### config.mk
export PLATFORM = sky130hd
export DESIGN_NAME = serbus_ack_busy
export DESIGN_NICKNAME = d
export VERILOG_FILES = /design/src/rtl/serbus_ab_pkg.sv /design/src/rtl/sbh_edge_sync.sv /design/src/rtl/sbh_bit_counter.sv /design/src/rtl/sbh_line_ctrl.sv /design/src/rtl/sbh_status.sv /design/src/rtl/serbus_ack_busy.sv
export SDC_FILE = /design/constraint.sdc
export NUM_CORES = 1
export LEC_CHECK = 0
export ABC_AREA = 1
export BUFFER_PORTS_ARGS = -buffer_cell sky130_fd_sc_hd__buf_4
export CORE_ASPECT_RATIO = 0.9
export CORE_UTILIZATION = 30
export CTS_CLUSTER_DIAMETER = 40
export DETAILED_ROUTE_END_ITERATION = 6
export SETUP_SLACK_MARGIN = 0.05
export SYNTH_ARGS = -nofsm -noshare
export SYNTH_HDL_FRONTEND = slang
export SYNTH_HIERARCHICAL = 1
export SYNTH_SLANG_ARGS = --single-unit
### constraint.sdc
create_clock -name clk -period 2 [get_ports clk]
set_input_delay 0 -clock clk [delete_from_list [all_inputs] [get_ports clk]]
set_output_delay 0 -clock clk [all_outputs]
set_load 0.02 [all_outputs]
### src/rtl/serbus_ab_pkg.sv
// Package: shared register field positions for the handshake controller.
// Assumes an 8-bit control/status register.
package serbus_ab_pkg;
    localparam int REG_W      = 8;
    localparam int F_TRIG     = 0;   // one-shot acknowledge trigger, reads 0
    localparam int F_AUTO     = 1;   // automatic acknowledge enable
    localparam int F_BUSY     = 2;   // busy enable
    localparam int F_ACKSEEN  = 3;   // acknowledge detected (read only)
    localparam int F_CMDSEEN  = 4;   // command detected (read only)

    typedef struct packed {
        logic auto_ack;
        logic busy_en;
    } ctrl_t;
endpackage

### src/rtl/sbh_edge_sync.sv
// Synchronises the serial clock level into the system clock domain and
// gives one-cycle pulses for its falling and rising edges.
// Assumes the serial clock is much slower than clk.
module sbh_edge_sync #(
    parameter int STAGES = 2
) (
    input  logic clk,
    input  logic rst_n,
    input  logic line_in,
    output logic fall,
    output logic rise
);
    localparam int DEPTH = STAGES + 1;

    logic [DEPTH-1:0] chain;

    // Shift the level through the synchroniser plus one history stage.
    always_ff @(posedge clk) begin
        if (!rst_n) chain <= '0;
        else        chain <= {chain[DEPTH-2:0], line_in};
    end

    assign fall = chain[DEPTH-1] & ~chain[DEPTH-2];
    assign rise = ~chain[DEPTH-1] & chain[DEPTH-2];
endmodule

### src/rtl/sbh_bit_counter.sv
// Counts serial clock falling edges since the last transfer start.
// The count saturates one past the data bits, so the acknowledge bit
// position can be told apart from the data bits.
module sbh_bit_counter #(
    parameter int BITS = 8
) (
    input  logic clk,
    input  logic rst_n,
    input  logic en,
    input  logic start,
    input  logic fall,
    output logic data_done,
    output logic ack_slot
);
    localparam int CW  = $clog2(BITS + 2);
    localparam logic [CW-1:0] LAST = CW'(BITS + 1);

    logic [CW-1:0] cnt;

    // Restart on a transfer start and step on each falling edge until saturated.
    always_ff @(posedge clk) begin
        if (!rst_n || !en)            cnt <= '0;
        else if (start)               cnt <= '0;
        else if (fall && cnt != LAST) cnt <= cnt + 1'b1;
    end

    assign data_done = (cnt == CW'(BITS));
    assign ack_slot  = (cnt == LAST);
endmodule

### src/rtl/sbh_line_ctrl.sv
// Decides when the data line is pulled low: a one-bit acknowledge from
// the one-shot trigger or the automatic enable, then an optional busy level.
// Assumes fall is a single-cycle pulse.
module sbh_line_ctrl (
    input  logic clk,
    input  logic rst_n,
    input  logic en,
    input  logic start,
    input  logic fall,
    input  logic data_done,
    input  logic trig_set,
    input  logic auto_ack,
    input  logic busy_en,
    output logic ack_drive,
    output logic busy
);
    logic trig;

    // One-shot trigger: set by write, cleared at the edge that uses it.
    always_ff @(posedge clk) begin
        if (!rst_n || !en)  trig <= 1'b0;
        else if (start)     trig <= 1'b0;
        else if (trig_set)  trig <= 1'b1;
        else if (fall)      trig <= 1'b0;
    end

    // Acknowledge lasts from one falling edge to the next.
    always_ff @(posedge clk) begin
        if (!rst_n || !en)  ack_drive <= 1'b0;
        else if (start)     ack_drive <= 1'b0;
        else if (fall)      ack_drive <= trig | (auto_ack & data_done);
    end

    // Busy starts after an acknowledge and stops at a falling edge without busy enable.
    always_ff @(posedge clk) begin
        if (!rst_n || !en)  busy <= 1'b0;
        else if (start)     busy <= 1'b0;
        else if (fall) begin
            if (ack_drive && busy_en) busy <= 1'b1;
            else if (!busy_en)        busy <= 1'b0;
        end
    end
endmodule

### src/rtl/sbh_status.sv
// Holds the command-detected and acknowledge-detected flags with their
// own clear conditions. Assumes pulses are one cycle wide.
module sbh_status (
    input  logic clk,
    input  logic rst_n,
    input  logic en,
    input  logic start,
    input  logic fall,
    input  logic rise,
    input  logic ack_slot,
    input  logic sda_in,
    input  logic cmd_pulse,
    input  logic rel_pulse,
    output logic cmd_seen,
    output logic ack_seen
);
    logic clr_pend;

    // Command flag: clears win over a command pulse in the same cycle.
    always_ff @(posedge clk) begin
        if (!rst_n || !en)          cmd_seen <= 1'b0;
        else if (start || rel_pulse) cmd_seen <= 1'b0;
        else if (cmd_pulse)         cmd_seen <= 1'b1;
    end

    // Remember that a start asked for the acknowledge flag to clear.
    always_ff @(posedge clk) begin
        if (!rst_n || !en) clr_pend <= 1'b0;
        else if (start)    clr_pend <= 1'b1;
        else if (fall)     clr_pend <= 1'b0;
    end

    // Acknowledge flag: cleared at the first falling edge after start, set by a low sample.
    always_ff @(posedge clk) begin
        if (!rst_n || !en)                   ack_seen <= 1'b0;
        else if (fall && clr_pend)           ack_seen <= 1'b0;
        else if (rise && ack_slot && !sda_in) ack_seen <= 1'b1;
    end
endmodule

### src/rtl/serbus_ack_busy.sv
// Top of the acknowledge/busy handshake controller: holds the control
// bits, builds the read word and joins the edge, count, line and status parts.
// Assumes reg_wr and xfer_start are single-cycle strobes.
module serbus_ack_busy
    import serbus_ab_pkg::*;
#(
    parameter int BITS        = 8,
    parameter int SYNC_STAGES = 2
) (
    input  logic             clk,
    input  logic             rst_n,
    input  logic             if_en,
    input  logic             scl_in,
    input  logic             sda_in,
    input  logic             cmd_pulse,
    input  logic             rel_pulse,
    input  logic             xfer_start,
    input  logic             reg_wr,
    input  logic [REG_W-1:0] reg_wdata,
    output logic [REG_W-1:0] reg_rdata,
    output logic             sda_pull_low
);
    ctrl_t ctrl;
    logic  scl_fall, scl_rise, data_done, ack_slot;
    logic  ack_drive, busy, cmd_seen, ack_seen;
    logic  unused_wbits;

    assign unused_wbits = ^{reg_wdata[REG_W-1:F_ACKSEEN]};

    // Control bits load on any write, independent of the interface enable.
    always_ff @(posedge clk) begin
        if (!rst_n)      ctrl <= '0;
        else if (reg_wr) ctrl <= '{auto_ack: reg_wdata[F_AUTO], busy_en: reg_wdata[F_BUSY]};
    end

    sbh_edge_sync #(.STAGES(SYNC_STAGES)) u_sync (
        .clk(clk), .rst_n(rst_n), .line_in(scl_in), .fall(scl_fall), .rise(scl_rise)
    );

    sbh_bit_counter #(.BITS(BITS)) u_cnt (
        .clk(clk), .rst_n(rst_n), .en(if_en), .start(xfer_start), .fall(scl_fall),
        .data_done(data_done), .ack_slot(ack_slot)
    );

    sbh_line_ctrl u_line (
        .clk(clk), .rst_n(rst_n), .en(if_en), .start(xfer_start), .fall(scl_fall),
        .data_done(data_done), .trig_set(reg_wr & reg_wdata[F_TRIG]),
        .auto_ack(ctrl.auto_ack), .busy_en(ctrl.busy_en),
        .ack_drive(ack_drive), .busy(busy)
    );

    sbh_status u_stat (
        .clk(clk), .rst_n(rst_n), .en(if_en), .start(xfer_start), .fall(scl_fall),
        .rise(scl_rise), .ack_slot(ack_slot), .sda_in(sda_in),
        .cmd_pulse(cmd_pulse), .rel_pulse(rel_pulse),
        .cmd_seen(cmd_seen), .ack_seen(ack_seen)
    );

    // Read word: trigger bit and unused bits read as zero.
    always_comb begin
        reg_rdata            = '0;
        reg_rdata[F_AUTO]    = ctrl.auto_ack;
        reg_rdata[F_BUSY]    = ctrl.busy_en;
        reg_rdata[F_ACKSEEN] = ack_seen;
        reg_rdata[F_CMDSEEN] = cmd_seen;
    end

    assign sda_pull_low = ack_drive | busy;
endmodule

---- Yosys cells after proc, flatten, opt, wreduce, memory -nomap -nowiden ----
Index checks and enable logic that the tools add are counted.
storage, ports and cells
  logic and storage cells ................. 44
  register bits ........................... 15
cells by class
  add/sub/neg operators ................... 1
  equal/unequal tests ..................... 4
  bitwise operators ....................... 8
  reduce and logical (&&, ||, !) cells .... 16
  multiplexer cells ....................... 5
operator list
  operator               number
  $eq A4 B4 Y1 const B   2
  $reduce_or A2 Y1       3
  $logic_and A1 B1 Y1    5
  $mux W1                5
  $add A4 B1 Y4 const B  1
  $and A1 B1 Y1          4
  $ne A4 B4 Y1 const B   1
  $reduce_bool A2 Y1     2
  $logic_not A1 Y1       3
  $logic_or A1 B1 Y1     2
  $ne A2 B1 Y1 const B   1
  $not A1 Y1             2
  $or A1 B1 Y1           2
  $reduce_and A2 Y1      1

---- Longest topological paths before layout ----
Gate-level depths: netlist of run 1.
  word-level depth ........................ 4
  gate-level depth with buffers ........... 7
  depth with buffers taken out ............ 7

---- By module ----
Netlist of run 1, hierarchy kept.
modules (own cells, without submodules)
  module           cells an instance  area each (µm²)  instances  seq. area each (µm²)
  sbh_bit_counter  36                 282.8            1          80.1
  sbh_line_ctrl    24                 150.1            1          60.1
  serbus_ack_busy  22                 140.1            1          40.0
  sbh_status       18                 126.4            1          60.1
  sbh_edge_sync    13                 100.1            1          60.1

---- Worst setup path after synthesis of run 1 ----
No wires, ideal clock.
  path type ............................... reg2reg
  start point ............................. register u_sync.chain[2]
  end point ............................... register u_cnt.cnt[0]
  arrival time ............................ 1.054 ns
  cell stages (with the launch flop) ...... 6
  setup slack ............................. 0.830 ns
  path buffers ............................ 0
  cell sequence ........................... dfxtp_1 -> inv_1 -> nor2_1 -> nand2_4 -> o21ai_0 -> nor2_1
on the way
  longest elaborated chain between the ends .. 2
RTL lines
  what                    RTL line               text
  start, declared         sbh_edge_sync.sv:15    logic [DEPTH-1:0] chain;
  start signal, assigned  sbh_edge_sync.sv:20    else chain <= {chain[DEPTH-2:0], line_in};
  $and A1 B1 Y1           sbh_edge_sync.sv:23    assign fall = chain[DEPTH-1] & ~chain[DEPTH-2];
  net scl_fall            serbus_ack_busy.sv:24  logic scl_fall, scl_rise, data_done, ack_slot;
  $logic_and A1 B1 Y1     sbh_bit_counter.sv:24  else if (fall && cnt != LAST) cnt <= cnt + 1'b1;
  end signal, assigned    sbh_bit_counter.sv:24
  end, declared           sbh_bit_counter.sv:18  logic [CW-1:0] cnt;
The timed path passes the listed nets, and every way through them passes these cells.
A chain may end at the register's enable or synchronous reset.

---- Worst setup path in the final report of run 1 ----
  start point ............................. input rst_n
  end point ............................... register u_stat.cmd_seen
on the way
  longest elaborated chain between the ends .. 3
RTL lines
  what                        RTL line               text
  start, declared             serbus_ack_busy.sv:11  input logic rst_n,
  $logic_not A1 Y1            sbh_status.sv:21       if (!rst_n || !en) cmd_seen <= 1'b0;
  $logic_or A1 B1 Y1          sbh_status.sv:21
  $reduce_or A2 Y1 (no line)  -
  end signal, assigned        sbh_status.sv:21
  end signal, assigned        sbh_status.sv:22       else if (start || rel_pulse) cmd_seen <= 1'b0;
  end signal, assigned        sbh_status.sv:23       else if (cmd_pulse) cmd_seen <= 1'b1;
  end, declared               sbh_status.sv:14       output logic cmd_seen,
Every way passes these cells.

==> results.toml, run 1 <==
[timing]
fin_tns_setup_ns = 0
fin_skew_ns = 0.00124
setup_viol = 0
rsz0062_at_grt = "no"
maxSlewViolCount = 0
report.final.hold_viol_count = 0
period_needed_ns = 1.29
fmax_mhz = 775
setup_ws_ns = 0.709
finalCritPeriodShare_pct = 64.6

[clock_network]
path_clk_slew_ns = 0.09
cts_buffer_depth = 2
ctsRootBufferMaster = "clkbuf_4"
postCtsHoldBufs = 8
cts_inserted_buffers = 3
cts_tree = "yes"
cts_resized = 0
cts_setup_buffers = 0
htree_levels = 1
worst_skew_pair.late_latency_ns = 0.27
cts_sinks = 15

[power_and_ir_drop]
finalPower_mw = 0.554
irDropWorstVdd_uv = 276
power_density_nw_per_um2 = 535
p_leak_nw = 0.527

[routing]
wl_per_cell_um = 8.05
ant_nets = 0
totalWireLength_mm = 1.34
drt-pass1-iter-count = 4
drc = 0
drtIter0Drc = 3
vias = 656
viasPerCell = 3.93

[critical_path]
critPathKind = "input pin to flip-flop"
critPathLaunchType = "input pin"
required_ns = 2.17
cp-end-kind = "flip-flop"
rrSetupSlack_ns = 0.77
crit_fanout = 8
crit_arrival_ns = 1.46

[final_layout]
stdcell_count = 167
diodes = 0
fill_cells = 262
nNetsFinal = 160
drive_above_1_share_pct = 24.5
multi_input_area_um2 = 369
regArea_um2 = 300
final_util_pct = 41.6
area_growth_pct = 29.4

[min_path]
hp-class = "input pin to flip-flop"

[logic_synthesis]
synth_warnings = 6
synth_area_per_cell_um2 = 7.08
synth.top_cells.by_count = "nand2_1, inv_1, nor2_1"
synth_top_area_share_pct = 37.6
ys_top_cells_by_area = "dfxtp_1, nand2_1, inv_1"
synth_largest_area_cell = "dfxtp_1"
ys_async_sr_fraction_pct = 0
netlist_area_um2 = 800
ys_types = 25
ys_seq_area_share_pct = 37.6
synth-edff-count = 0
synth_ff_type = "dfxtp_1"
ys_seq_elements = 15
synthCells = 113
yosysMostFrequentCell = "nand2_1"

[outcome]
outcome = "completed"

[floorplanning]
fp.dieH_um = 51.0
io_pins = 26
initial_core_util_pct = 32.1
fp.dieArea_um2 = 2880
core.rowCount = 17
coreArea_um2 = 2490
die_w_um = 56.4

[place]
dp.cells = 155
dpl_worst_slack_ns = 0.802
dp_hpwl_mm = 1.05
place.gp.congestion = 0.776
portBuffers = 16

[global_routing]
grt_pass1_vias = 603
grt_pass1_wl_mm = 2.38
grt_use_total_pct = 10.9
antenna_found_initial = 0
gr-total-overflow = 0
grt_start_max_net_pins = 9

[flow_run]
maxCapViolations = 0
[kinds of logic (layout without fill, tap and decap cells)]
family                   count (synthesis)  in the layout  synth area share [%]
flip-flops                              15             15                  37.6
other                                    1              4                 0.469
AO/OA/AOI/OAI                            6              6                  5.32
buffers and inverters                   31             54                  17.7
AND/OR/NAND/NOR                         56             56                  33.2
adder cells (fa/ha/maj)                  3              3                  4.70
XOR/XNOR                                 1              1                  1.10
[sequential cells by signal (all words and copies together) (netlist names)]
name              count
u_stat/cmd_seen       1
u_stat/ack_seen       1
u_line/ack_drive      1
u_stat/clr_pend       1
u_line/busy           1
reg_rdata             2
u_cnt/cnt             4
u_sync/chain          3
u_line/trig           1
[per-layer routing]
layer | share of wire, % | global-route usage, % | vias to the layer above
met5 | 0 | 0 | -
met4 | 2.0 | 6.10 | 0
met3 | 4.8 | 2.28 | 2
met2 | 42 | 18.1 | 19
met1 | 51 | 13.1 | 264
li1 | - | - | 371
[where the power goes]
group | switching [mW] | leakage, nW | internal (mW) | total (mW)
Clock | 0.0904 | 0.0150 | 0.0771 | 0.168
Combinational | 0.0374 | 0.389 | 0.0383 | 0.0757
Sequential | 0.00456 | 0.122 | 0.306 | 0.310
[cells in the final DEF (no fill, tap or decap), drive strengths merged]
cell type    count
a21boi           1
clkbuf           4
ha               3
and3             1
nand4            1
dfxtp           15
o21ai            2
o21bai           1
conb             4
nand3            3
inv             25
or2              1
dlygate4sd3      8
buf             17
xor2             1
nand2           28
nor2            22
a21oi            2
[final cells by class]
class | instances | share of cell area [%]
multi-input combinational | 70 | 35.7
tap | 28 | 3.39
timing repair buffer | 25 | 20.1
inverter | 25 | 9.31
clock buffer | 4 | 2.54
sequential | 15 | 29.0
[path summary, 6_finish.rpt]
path	from	to	depth (start not counted)
worst max-delay path	rst_n	u_stat/cmd_seen	7
worst min-delay path	reg_wdata[1]	reg_rdata[1]	5
worst max register to register	u_cnt/cnt[0]	u_line/ack_drive	7
worst min register to register	u_sync/chain[0]	u_sync/chain[1]	2
[through the flow]
step	hold slack, ns	area (µm²)
4_1_cts	0.00923	1030
2_1_floorplan	0.0935	811
6_report	0.0143	1030
3_3_place_gp	0.187	928
5_1_grt	0.0134	1030
3_5_place_dp	0.189	928
[critical path, stage by stage]
cell and delay [ns]:
dlygate4sd3_1 0.53, buf_4 0.16, nand2_1 0.10, inv_2 0.05, nand2_1 0.05, nor2_1 0.03, dlygate4sd3_1 0.54
No activity file was read; power rests on OpenSTA's default activity.
==> inputs of run 2 (changes only) <==
==> constraint.sdc (replaced) <==
create_clock -name clk -period 1.2 [get_ports clk]
set_input_delay 0 -clock clk [delete_from_list [all_inputs] [get_ports clk]]
set_output_delay 0 -clock clk [all_outputs]
set_load 0.02 [all_outputs]
==> run 2 against run 1 <==
Non-clock buffer count increased by 3. Sequential share of layout area fell by 0.65 points. The run now ends with hold timing left. First-iteration DRC count increased to 4.7 times the previous value. Largest cell class unchanged.
==> results.toml, run 2 (synthesis gave the netlist of run 1 again) <==
[power_and_ir_drop]
power_density_nw_per_um2 = 865
p_leak_nw = 0.543
irDropWorstVdd_uv = 431

[critical_path]
required_ns = 1.38
cp-end-kind = "flip-flop"
reg2reg_depth = 7
worst_r2r_endpoint = "u_line/ack_drive"
crit_arrival_ns = 1.30
crit_fanout = 4
r2r_start = "u_cnt/cnt[0]"
rrSetupSlack_ns = 0.08
critPathKind = "flip-flop to flip-flop"
critPathLaunchType = "flip-flop"

[timing]
maxSlewViolCount = 0
fin_tns_setup_ns = 0
period_needed_ns = 1.12
report.final.hold_viol_count = 1
finalCritPeriodShare_pct = 93.4
setup_ws_ns = 0.0792
rsz0062_at_grt = "yes"
whs_ns = -0.0335
fmax_mhz = 892
setup_viol = 0
fin_skew_ns = 0.00519

[final_layout]
fin_area_um2 = 1080
nNetsFinal = 163
area_growth_pct = 34.6
layout_commonest_cell = "nand2_1"
layout_common_cells = "nand2_1, inv_1, buf_4, nor2_1, dfxtp_1"
regMostFlops = "u_cnt/cnt"
drive_above_1_share_pct = 28.9
diodes = 0
largest_reg_flops = 4

[floorplanning]
die_w_um = 56.4
io_pins = 26
core.rowCount = 17
coreArea_um2 = 2490
initial_core_util_pct = 32.1
fp.dieArea_um2 = 2880
fp.dieH_um = 51.0

[min_path]
hp-class = "input pin to flip-flop"
min_to = "u_stat/cmd_seen"
hold_depth = 4
hp-start = "xfer_start"

[routing]
ant_nets = 0
viasPerCell = 4.03
wl_per_cell_um = 7.99
drtIter0Drc = 14
vias = 685
drc = 0
totalWireLength_mm = 1.36
drt-pass1-iter-count = 4

[outcome]
violations = "hold timing"
outcome = "finished with violations"

[place]
place.gp.congestion = 0.720
dp_hpwl_um = 967
dpl_worst_slack_ns = 0.0273
postPlaceCellArea_um2 = 931
portBuffers = 16

[clock_network]
cts_tree = "yes"
path_clk_slew_ns = 0.09
htree_levels = 1
ctsRootBufferMaster = "clkbuf_4"
cts_buffer_depth = 2
worst_skew_pair.late_latency_ns = 0.27
cts_sinks = 15
cts_inserted_buffers = 3

[global_routing]
gr-total-overflow = 0
grt_pass1_vias = 583
grt_pass1_wl_mm = 2.29
grt_start_max_net_pins = 10
antenna_found_initial = 0
grt_use_total_pct = 10.4

[flow_run]
maxCapViolations = 0
==> run 2: how the worst max path moves through the flow <==
stage | startpoint | to | slack (ns) | cells after the start
after global routing | u_cnt/cnt[0] | u_line/ack_drive | 0.005 | 7
after global placement | u_cnt/cnt[0] | u_line/ack_drive | 0.05 | 7
after detailed placement | u_cnt/cnt[0] | u_line/ack_drive | 0.03 | 7
after floorplan | u_cnt/cnt[0] | u_line/ack_drive | 0.10 | 7
after CTS | u_cnt/cnt[0] | u_line/ack_drive | 0.05 | 7
final | u_cnt/cnt[0] | u_line/ack_drive | 0.08 | 7
==> run 2: stage by stage <==
stage / power (mW) / util (%) / cells
3_3_place_gp: 0.636 / 37.4 / 155
3_5_place_dp: 0.638 / 37.4 / 155
6_report: 0.931 / 43.2 / 170
2_1_floorplan: 0.596 / - / 116
5_1_grt: 0.985 / 43.2 / 170
4_1_cts: 0.948 / 42.2 / 168
==> run 2: what timing repair did <==
action | 4_1_cts | 5_1_grt
endpoints found under the hold margin | 10 | 1
endpoints found under the setup margin | 2 | 8
cloned | 0 | 0
hold buffers | 9 | 1
gates resized for setup | 2 | 3
setup buffers | 0 | 2
==> run 2: worst max-delay path, stage by stage (launching register included) <==
cell and delay (ns):
dfxtp_4 0.37, inv_1 0.05, ha_1 0.18, and3_2 0.20, nand2_1 0.05, inv_1 0.03
nor2_1 0.09, nor2_1 0.05
==> run 2: area by class of cell <==
class	count	area, µm²
clock buffers	3	22.5
clock inverters	1	5.00
fillers	248	1410
inverters	25	96.3
multi-input cells	70	379
flip-flops and latches	15	305
well taps	28	35.0
repair buffers	28	233
==> run 2: power by group <==
| part | internal (mW) | total, mW | leakage (nW) | switching, mW |
|---|---|---|---|---|
| Clock | 0.123 | 0.281 | 0.0177 | 0.158 |
| Sequential | 0.508 | 0.516 | 0.123 | 0.00814 |
| Combinational | 0.0687 | 0.134 | 0.402 | 0.0653 |
==> run 2: routing by layer <==
metal  vias up  GRT usage [%]  part of all wire (%)
li1        378              -                     -
met3         2           3.29                   5.4
met2        20           17.1                    41
met4         0           4.88                   2.0
met5         -              0                     0
met1       285           12.5                    51
==> inputs of run 3 (changes only) <==
==> constraint.sdc (replaced) <==
create_clock -name clk -period 1.2 [get_ports clk]
set_input_delay 0.18 -clock clk [delete_from_list [all_inputs] [get_ports clk]]
set_output_delay 0.18 -clock clk [all_outputs]
set_load 0.02 [all_outputs]
==> run 3 against run 2 <==
Largest cell class unchanged. The run now ends clean. Clock-buffer cell count stayed put. Global-route usage rose by 0.38 points. Combinational power shrank 18%.
==> results.toml, run 3 (synthesis gave the netlist of run 1 again) <==
[outcome]
outcome = "completed"

[clock_network]
cts_buffer_depth = 2
path_clk_slew_ns = 0.10
cts_inserted_buffers = 3
postCtsHoldBufs = 0
ctsRootBufferMaster = "clkbuf_4"
worst_skew_pair.late_latency_ns = 0.29
htree_levels = 1
cts_tree = "yes"
cts_sinks = 15

[timing]
period_needed_ns = 1.17
finalCritPeriodShare_pct = 97.1
setup_ws_ns = 0.0347
report.final.hold_viol_count = 0
fin_skew_ns = 0.00547
fmax_mhz = 858
maxSlewViolCount = 0
fin_tns_setup_ns = 0
setup_viol = 0
rsz0062_at_grt = "yes"

[power_and_ir_drop]
p_leak_nw = 0.512
irDropWorstVdd_uv = 400
power_density_nw_per_um2 = 916

[critical_path]
critPathKind = "flip-flop to output pin"
critPathLaunchType = "flip-flop"
cp-end-kind = "output pin"
crit_fanout = 2
crit_arrival_ns = 0.99
required_ns = 1.02

[floorplanning]
fp.dieH_um = 51.0
io_pins = 26
coreArea_um2 = 2490
core.rowCount = 17
initial_core_util_pct = 32.1
die_w_um = 56.4
fp.dieArea_um2 = 2880

[place]
dpl_worst_slack_ns = 0.0589
portBuffers = 16
dp_hpwl_mm = 1.03
place.gp.congestion = 0.722

[global_routing]
gr-total-overflow = 0
grt_pass1_vias = 588
grt_use_total_pct = 10.8
grt_use_met2_pct = 16.5
top_usage_layer = "met2"
grt_start_max_net_pins = 10
grt_pass1_wl_mm = 2.33
grt_use_met3_pct = 3.29
grtUsageMet1_pct = 12.6
antenna_found_initial = 0

[final_layout]
largest_reg_flops = 4
diodes = 0
layout_commonest_cell = "nand2_1"
layout_common_cells = "nand2_1, inv_1, buf_4, nor2_1, dfxtp_1"
fill_cells = 266
drive_above_1_share_pct = 33.6
regArea_um2 = 305
nNetsFinal = 155
multi_input_area_um2 = 395
area_growth_pct = 26.8
regMostFlops = "u_cnt/cnt"

[routing]
drtIter0Drc = 14
drc = 0
totalWireLength_mm = 1.30
vias = 667
drt-pass1-iter-count = 4
ant_nets = 0
viasPerCell = 4.12
wl_per_cell_um = 8.02

[min_path]
hp-class = "input pin to flip-flop"

[flow_run]
maxCapViolations = 0
run 3: changes by cell type in the layout (fill, tap and decap cells not counted), sizes merged:
cell and delta:
buf +1, dlygate4sd3 -9
run 3: final timing paths:
kind	start	endpoint	slack (ns)	cells after the start
setup reg to reg	u_cnt/cnt[0]	u_line/ack_drive	0.10	7
hold / removal	scl_in	u_sync/chain[0]	0.06	3
hold reg to reg	u_sync/chain[0]	u_sync/chain[1]	0.42	2
setup / recovery	u_line/busy	sda_pull_low	0.03	2
run 3: metrics by stage:
| stage | total power [mW] | hold slack [ns] | utilization (%) | std cells | cell area, µm² |
|---|---|---|---|---|---|
| final | 0.928 | 0.0621 | 40.7 | 162 | 1010 |
| after CTS | 0.944 | 0.0517 | 39.8 | 162 | 990 |
| after floorplan | 0.596 | 0.273 | - | 116 | 813 |
| after detailed placement | 0.638 | 0.369 | 38.0 | 157 | 946 |
| after global routing | 0.978 | 0.0730 | 40.7 | 162 | 1010 |
| after global placement | 0.637 | 0.367 | 38.0 | 157 | 946 |
run 3: per-layer routing:
layer | share of wire (%) | routed length (µm)
met2 | 42 | 550
met4 | 3.1 | 40
met3 | 5.9 | 77
met1 | 49 | 631
met5 | 0 | 0
run 3: critical path, stage by stage, from the launching register on:
cell and delay, ns:
dfxtp_2 0.33, or2_4 0.24, buf_6 0.13
run 3: what timing repair did:
item | 4_1_cts | 5_1_grt
setup endpoints to repair | 1 | 6
pin swaps | 1 | 3
endpoints found under the hold margin | 0 | 0
gates resized for setup | 4 | 8
cloned | 0 | 0
buffers inserted | 1 | 0
run 3: power breakdown:
group / switching (mW) / internal [mW] / leakage (nW)
registers: 0.00815 / 0.510 / 0.124
logic: 0.0598 / 0.0500 / 0.370
clock network: 0.177 / 0.124 / 0.0177
run 3: cell type report:
| cell class | instances | share of cell area (%) |
|---|---|---|
| sequential | 15 | 30.1 |
| tap | 28 | 3.46 |
| timing repair buffer | 20 | 15.2 |
| multi-input combinational | 70 | 39.0 |
| clock buffer | 3 | 2.22 |
| inverter | 25 | 9.51 |
| clock inverter | 1 | 0.494 |
